**config.mk**
```make
export PLATFORM = sky130hd
export DESIGN_NAME = pix_front_expand
export DESIGN_NICKNAME = d
export VERILOG_FILES = /design/src/rtl/pix_front_expand.sv
export SDC_FILE = /design/constraint.sdc
export NUM_CORES = 1
export LEC_CHECK = 0
export BUFFER_PORTS_ARGS = -buffer_cell sky130_fd_sc_hd__buf_2
export CELL_PAD_IN_SITES_DETAIL_PLACEMENT = 1
export CELL_PAD_IN_SITES_GLOBAL_PLACEMENT = 1
export CORE_MARGIN = 1
export CORE_UTILIZATION = 37
export DETAILED_ROUTE_END_ITERATION = 8
export PLACE_DENSITY_LB_ADDON = 0.1
export RECOVER_POWER = 25
export SLEW_MARGIN = 20
export SYNTH_ARGS = -nofsm -noshare
export SYNTH_HDL_FRONTEND = slang
export SYNTH_SLANG_ARGS = --single-unit
```
**constraint.sdc**
```tcl
create_clock -name clk -period 8.6 [get_ports clk]
set_input_delay 0.86 -clock clk [delete_from_list [all_inputs] [get_ports clk]]
set_output_delay 0.86 -clock clk [all_outputs]
set_load 0.05 [all_outputs]
```
**src/rtl/pix_front_expand.sv**
```systemverilog
module pix_front_expand #(
  parameter int IN_W      = 10,
  parameter int OUT_W     = 12,
  parameter int GAIN_W    = 9,
  parameter int GAIN_FRAC = 4,
  parameter int GAIN_MIN  = 16,
  parameter int GAIN_MAX  = 256,
  parameter int KNEE_RST  = 1023,
  parameter int BLACK_RST = 48
) (
  input  logic             clk,
  input  logic             rst_n,
  input  logic             cfg_load,
  input  logic [IN_W-1:0]  cfg_knee,
  input  logic [GAIN_W-1:0] cfg_gain,
  input  logic [OUT_W-1:0] cfg_black,
  input  logic             in_valid,
  input  logic [IN_W-1:0]  in_data,
  output logic             out_valid,
  output logic [OUT_W-1:0] out_data
);

  localparam int EXP_W  = IN_W + 1;
  localparam int PROD_W = EXP_W + GAIN_W;
  localparam logic [GAIN_W-1:0] G_LO    = GAIN_W'(GAIN_MIN);
  localparam logic [GAIN_W-1:0] G_HI    = GAIN_W'(GAIN_MAX);
  localparam logic [OUT_W-1:0]  OUT_MAX = '1;

  logic [IN_W-1:0]   knee_q;
  logic [GAIN_W-1:0] gain_q;
  logic [OUT_W-1:0]  black_q;
  logic [GAIN_W-1:0] gain_lim;

  assign gain_lim = (cfg_gain < G_LO) ? G_LO : (cfg_gain > G_HI) ? G_HI : cfg_gain;

  always_ff @(posedge clk or negedge rst_n) begin
    if (!rst_n) begin
      knee_q  <= IN_W'(KNEE_RST);
      gain_q  <= G_LO;
      black_q <= OUT_W'(BLACK_RST);
    end else if (cfg_load) begin
      knee_q  <= cfg_knee;
      gain_q  <= gain_lim;
      black_q <= cfg_black;
    end
  end

  // stage 1: inverse knee
  logic             v1_q;
  logic [EXP_W-1:0] s1_q;
  logic [EXP_W-1:0] expd;

  assign expd = (in_data > knee_q) ? ({in_data, 1'b0} - {1'b0, knee_q}) : {1'b0, in_data};

  always_ff @(posedge clk or negedge rst_n) begin
    if (!rst_n) begin
      v1_q <= 1'b0;
      s1_q <= '0;
    end else begin
      v1_q <= in_valid;
      if (in_valid) s1_q <= expd;
    end
  end

  // stage 2: gain with saturation
  logic              v2_q;
  logic [OUT_W-1:0]  s2_q;
  logic [PROD_W-1:0] prod;
  logic [PROD_W-1:0] scaled;
  logic [OUT_W-1:0]  sat;

  assign prod   = PROD_W'(s1_q) * PROD_W'(gain_q);
  assign scaled = prod >> GAIN_FRAC;
  assign sat    = (|scaled[PROD_W-1:OUT_W]) ? OUT_MAX : scaled[OUT_W-1:0];

  always_ff @(posedge clk or negedge rst_n) begin
    if (!rst_n) begin
      v2_q <= 1'b0;
      s2_q <= '0;
    end else begin
      v2_q <= v1_q;
      if (v1_q) s2_q <= sat;
    end
  end

  // stage 3: black offset, floored at zero
  always_ff @(posedge clk or negedge rst_n) begin
    if (!rst_n) begin
      out_valid <= 1'b0;
      out_data  <= '0;
    end else begin
      out_valid <= v2_q;
      if (v2_q) out_data <= (s2_q > black_q) ? (s2_q - black_q) : '0;
    end
  end

  a_r2_valid_rise: assert property (@(posedge clk) disable iff (!rst_n)
    in_valid |=> ##2 out_valid);
  a_r2_valid_idle: assert property (@(posedge clk) disable iff (!rst_n)
    !in_valid |=> ##2 !out_valid);
  a_r3_below_knee: assert property (@(posedge clk) disable iff (!rst_n)
    (in_valid && in_data <= knee_q) |=> (s1_q == {1'b0, $past(in_data)}));
  a_r3_above_knee: assert property (@(posedge clk) disable iff (!rst_n)
    (in_valid && in_data > knee_q) |=> (s1_q > {1'b0, $past(in_data)}));
  a_r4_gain_range: assert property (@(posedge clk) disable iff (!rst_n)
    (gain_q >= G_LO) && (gain_q <= G_HI));
  a_r6_not_above: assert property (@(posedge clk) disable iff (!rst_n)
    out_valid |-> (out_data <= $past(s2_q)));
  a_r6_floor_zero: assert property (@(posedge clk) disable iff (!rst_n)
    (v2_q && s2_q <= black_q) |=> (out_data == '0));
  a_r8_cfg_hold: assert property (@(posedge clk) disable iff (!rst_n)
    !cfg_load |=> ($stable(knee_q) && $stable(gain_q) && $stable(black_q)));
  a_r9_hold_idle: assert property (@(posedge clk) disable iff (!rst_n)
    !out_valid |-> $stable(out_data));

endmodule

```
# ---- Word level (Yosys, flattened, before mapping)
# Index checks and enable logic that the tools add are counted.
dict set report word_totals {
  out_inout_bits 13
  ff_bits 69
  input_bits 45
}
dict set report op_classes {
  n_reduce_logical 1
  n_mux 5
  n_mul 1
  n_lt_le_gt_ge 4
  add_sub_neg 2
}
# operator n
set ops {}
lappend ops {{12-bit 2-to-1 mux} 2}
lappend ops {{11-bit by 9-bit multiplier with 20-bit output} 1}
lappend ops {{9-bit 2-to-1 mux} 2}
lappend ops {{12-bit > comparator} 1}
lappend ops {{12-bit subtractor} 1}
lappend ops {{11-bit 2-to-1 mux} 1}
lappend ops {{11-bit by 10-bit subtractor with 11-bit output} 1}
lappend ops {{10-bit > comparator} 1}
lappend ops {{9-bit > comparator (second input constant)} 1}
lappend ops {{9-bit by 5-bit less-than comparator with 1-bit output (second input constant)} 1}
lappend ops {{4-bit OR reduction} 1}

# ---- Depth between registers and ports, before layout
dict set report depth {
  ltp_word 3
  mapped_depth 19
  ltp_nobuf 17
}

# ---- Worst setup path after synthesis
# No wires, ideal clock.
dict set report synth_path {
  kind {register to register}
  from {register gain_q[4]}
  to {register s2_q[10]}
  setup_ns 0.151
  synth_period_minus_slack_ns 4.733
  t_arrival_ns 4.581
  path_stages_with_launch 17
  n_path_buf 2
  t_required_ns 8.449
  slack_ns 3.867
  cell_sequence {dfstp_2 -> clkbuf_1 -> nand2_1 -> fa_1 -> fa_1 -> inv_1 -> fa_1 -> inv_1 -> fa_1 -> inv_1 -> ha_1 -> or4_4 -> o21ai_4 -> o21ai_2 -> a2111oi_4 -> buf_6 -> a41oi_1}
}
dict set report synth_between {
  elab_chain_len 3
}
# item line
set synth_rtl {}
lappend synth_rtl {{from (decl)} 30} ;# logic [GAIN_W-1:0] gain_q;
lappend synth_rtl {{from (signal assigned)} 43} ;# gain_q <= gain_lim;
lappend synth_rtl {{11-bit by 9-bit multiplier with 20-bit output *} 72} ;# assign prod = PROD_W'(s1_q) * PROD_W'(gain_q);
lappend synth_rtl {{4-bit OR reduction} 74} ;# assign sat = (|scaled[PROD_W-1:OUT_W]) ? OUT_MAX : scaled[OUT_W-1:0];
lappend synth_rtl {{12-bit 2-to-1 mux *} 74}
lappend synth_rtl {{to (signal assigned)} 82} ;# if (v1_q) s2_q <= sat;
lappend synth_rtl {{to (decl)} 67} ;# logic [OUT_W-1:0] s2_q;
# Mark *: on every way between the ends. The rest lies on a longest branch, timed or not.
# A chain may end at the register's enable or synchronous reset.

# ---- Worst setup path in the final report
dict set report layout_path {
  from {register s1_q[5]}
  to {register s2_q[2]}
}
dict set report layout_between {
  elab_chain_len 3
}
# item line
set layout_rtl {}
lappend layout_rtl {{from (decl)} 50} ;# logic [EXP_W-1:0] s1_q;
lappend layout_rtl {{from (signal assigned)} 61} ;# if (in_valid) s1_q <= expd;
lappend layout_rtl {{11-bit by 9-bit multiplier with 20-bit output *} 72}
lappend layout_rtl {{4-bit OR reduction} 74}
lappend layout_rtl {{12-bit 2-to-1 mux *} 74}
# Marks and branches as above.

==> flow_metrics.env <==
export IMPL_die_h_um=141
export IMPL_cp_end_kind="register"
export IMPL_yosysMostFrequentCell="inv_1"
export IMPL_grt_pass1_vias=6156
export IMPL_ios=58
export IMPL_yosysTopAreaCellShare=0.196
export IMPL_async_flop_share=1.00
export IMPL_post_cts_setup_buffers=0
export IMPL_netlist_instances=808
export IMPL_seq_area_frac_synth=0.244
export IMPL_core_sq_um=18800
export IMPL_dp_hpwl_mm=14.8
export IMPL_wl_per_cell_um=16.2
export IMPL_cpPeakStageDelay_ns=0.78
export IMPL_grt_pass1_wl_mm=30.8
export IMPL_top_usage_layer="met2"
export IMPL_first_pass_iters=4
export IMPL_status="finished, violations left"
export IMPL_syn_area_per_cell_sq_um=8.85
export IMPL_cts_buffers=9
export IMPL_startpoint_type="register"
export IMPL_power_density_nw_per_um2=290
export IMPL_period_share=0.616
export IMPL_grt_util_met3=0.0272
export IMPL_layout_drive_gt1_share=0.118
export IMPL_synth_xor_xnor_area_share=0.0282
export IMPL_drt_iter0_drc=149
export IMPL_gp_congestion=0.852
export IMPL_synth_nets=987
export IMPL_layout_nets=1023
export IMPL_fmax_mhz=189
export IMPL_worstMarginPinSlew_ns=3.82
export IMPL_crit_slowest_cell="a311oi_2"
export IMPL_crit_arrival_ns=5.47
export IMPL_viasPerCell=5.04
export IMPL_post_place_ws_ns=3.29
export IMPL_cts_sinks=69
export IMPL_rows=50
export IMPL_dieWidth_um=141
export IMPL_synth_ff_type="dfrtp_1"
export IMPL_clk_latency_ns=0.35
export IMPL_synth_edf_count=0
export IMPL_cts_tree="yes"
export IMPL_drt_antenna_violating_nets=0
export IMPL_n_antenna_cell=0
export IMPL_synth_top_family_by_area="adder cells"
export IMPL_synthAdderAreaFrac=0.304
export IMPL_ys_top_cells_by_area="dfrtp_1, fa_1, ha_1"
export IMPL_synth_compound_area_frac=0.153
export IMPL_violations="capacitance limit, slew limit"
export IMPL_grtUsageMet1=0.246
export IMPL_setup_ws_ns=3.30
export IMPL_initial_core_util=0.380
export IMPL_synth_area_sq_um=7150
export IMPL_h_tree_depth=3
export IMPL_cts_hold_buf=0
export IMPL_synthMuxAreaShare=0.0175
export IMPL_ys_ff_latch=69
export IMPL_crit_type="reg2reg"
export IMPL_grt_overflow_total=0
export IMPL_synth_common_cells="inv_1, nand2_1, ha_1, fa_1, dfrtp_1"
export IMPL_timing_final_hold_violations=0
export IMPL_hold_class="reg2reg"
export IMPL_maxSlewHeadroom=-1.55
export IMPL_yosys_area_top_type="dfrtp_1"
export IMPL_wirelength_mm=18.0
export IMPL_die_area_sq_um=19900
export IMPL_finalSetupViolations=0
export IMPL_maxSlewViolCount=70
export IMPL_p_leak_nw=3.84
export IMPL_total_power_mw=2.31
export IMPL_num_vias=5594
export IMPL_num_fill_cells=2236
export IMPL_syn_to_final_growth_pct=11.3
export IMPL_drc=0
export IMPL_min_period_ns=5.30
export IMPL_track_usage=0.196
export IMPL_yosysWarningCount=0
export IMPL_synth_distinct_cells=67
export IMPL_cp_max_fo=12
export IMPL_worst_ep_required_time_ns=8.76
export IMPL_cts_path_max_buffers=2
export IMPL_root_buffer="clkbuf_16"
export IMPL_rsz0062_at_grt="no"
export IMPL_fin_skew_ns=0.0105
export IMPL_synth_simple_gate_area_share=0.159
export IMPL_setup_tns_ns=0
export IMPL_post_cts_resized=0
export IMPL_grtUsageMet2=0.358
export IMPL_cap_violations=1
export IMPL_path_cells="and2_1 > fa_1 > inv_1 > fa_1 > inv_1 > fa_1 > inv_1 > fa_1 > inv_1 > ha_1 > and4_1 > and3_1 > a21oi_1 > o2111a_1 > a311oi_2 > a41oi_1"
export IMPL_grt_max_degree=70
export IMPL_ir_drop_mv=0.111
export IMPL_clkTransAtPathRegs_ns=0.06
export IMPL_antenna_found_initial=0
export IMPL_port_buffers=57
==> metal layers <==
layer  part of all wire  vias to the layer above
li1                   -                     2716
met1               0.46                     2792
met2               0.50                       67
met3              0.025                       19
met4              0.011                        0
met5                  0                        -
==> state kept, by name (all words and copies together), names as in the netlist <==
signal / cells
knee_q: 10
v1_q: 1
v2_q: 1
out_valid: 1
s2_q: 12
black_q: 12
gain_q: 9
out_data: 12
s1_q: 11
==> cell type report <==
type                            count  area (sq um)  area share
Multi-Input combinational cell    561          4730       0.594
Sequential cell                    69          1740       0.219
Inverter                          144           541      0.0679
Clock inverter                      3          68.8     0.00864
Tap cell                          260           325      0.0409
Timing Repair Buffer               59           295      0.0371
Clock buffer                       13           260      0.0327
==> path summary, 6_finish.rpt <==
| check | startpoint | slack [ns] | cells past startpoint | end |
|---|---|---|---|---|
| max in group asynchronous | rst_n | 4.51 | 2 | s1_q[7]$_DFFE_PN0P_ |
| setup / recovery | s1_q[5]$_DFFE_PN0P_ | 3.30 | 16 | s2_q[2]$_DFFE_PN0P_ |
| hold / removal | out_data[7]$_DFFE_PN0P_ | 0.52 | 2 | out_data[7]$_DFFE_PN0P_ |
| min in group asynchronous | rst_n | 1.93 | 2 | out_data[7]$_DFFE_PN0P_ |
| hold reg to reg | out_data[7]$_DFFE_PN0P_ | 0.52 | 2 | out_data[7]$_DFFE_PN0P_ |
| setup reg to reg | s1_q[5]$_DFFE_PN0P_ | 3.30 | 16 | s2_q[2]$_DFFE_PN0P_ |
==> layout by cell type (no fill, tap or decap), types with 4 or more instances in the layout <==
cell type	synthesis	final
a21oi_1	28	28
nand3b_1	4	4
nor3_1	9	9
nand2_1	86	86
clkbuf_16	0	9
o21a_1	7	7
xnor2_1	14	14
and2_1	55	55
nor2b_1	6	6
nand3_1	6	6
nor2_1	42	42
o21ai_0	50	50
fa_1	66	66
dfrtp_1	56	56
a41oi_1	11	11
clkbuf_1	29	4
inv_1	144	144
xor2_1	9	9
nand2b_1	6	6
dfstp_2	13	13
a21o_1	10	10
mux2_2	4	4
ha_1	68	68
mux2i_1	8	8
o22ai_1	10	10
and3_1	4	4
buf_2	3	56
==> cells by family after synthesis <==
| group | after synthesis |
|---|---|
| simple gates | 232 |
| buf+inv | 178 |
| compound gates | 160 |
| fa+ha+maj | 134 |
| flops | 69 |
| xor+xnor | 23 |
| mux | 12 |
==> power by group <==
group	internal (mW)	switching (mW)	leakage (nW)
registers	0.399	0.0756	0.795
clock network	0.270	0.144	0.160
logic	0.560	0.861	2.89
total	1.23	1.08	3.84
==> per-stage QoR <==
step,util,hold WS (ns),area [sq um],instances
after detailed placement,0.406,0.517,7640,1093
final,0.423,0.523,7960,1109
after floorplan,-,0.412,7150,808
after global placement,0.406,0.514,7640,1093
after global routing,0.423,0.548,7960,1109
after CTS,0.423,0.527,7970,1109
==> critical path, delay by kind of cell (launching register included) <==
kind | cells | cell delay (ns)
AO/OA/AOI/OAI | 4 | 1.23
buffers and inverters | 4 | 0.21
flip-flops | 1 | 0.47
adder cells (fa/ha/maj) | 5 | 2.47
AND/OR/NAND/NOR | 3 | 0.73
Note: power is estimated with default switching activity, not from simulation.
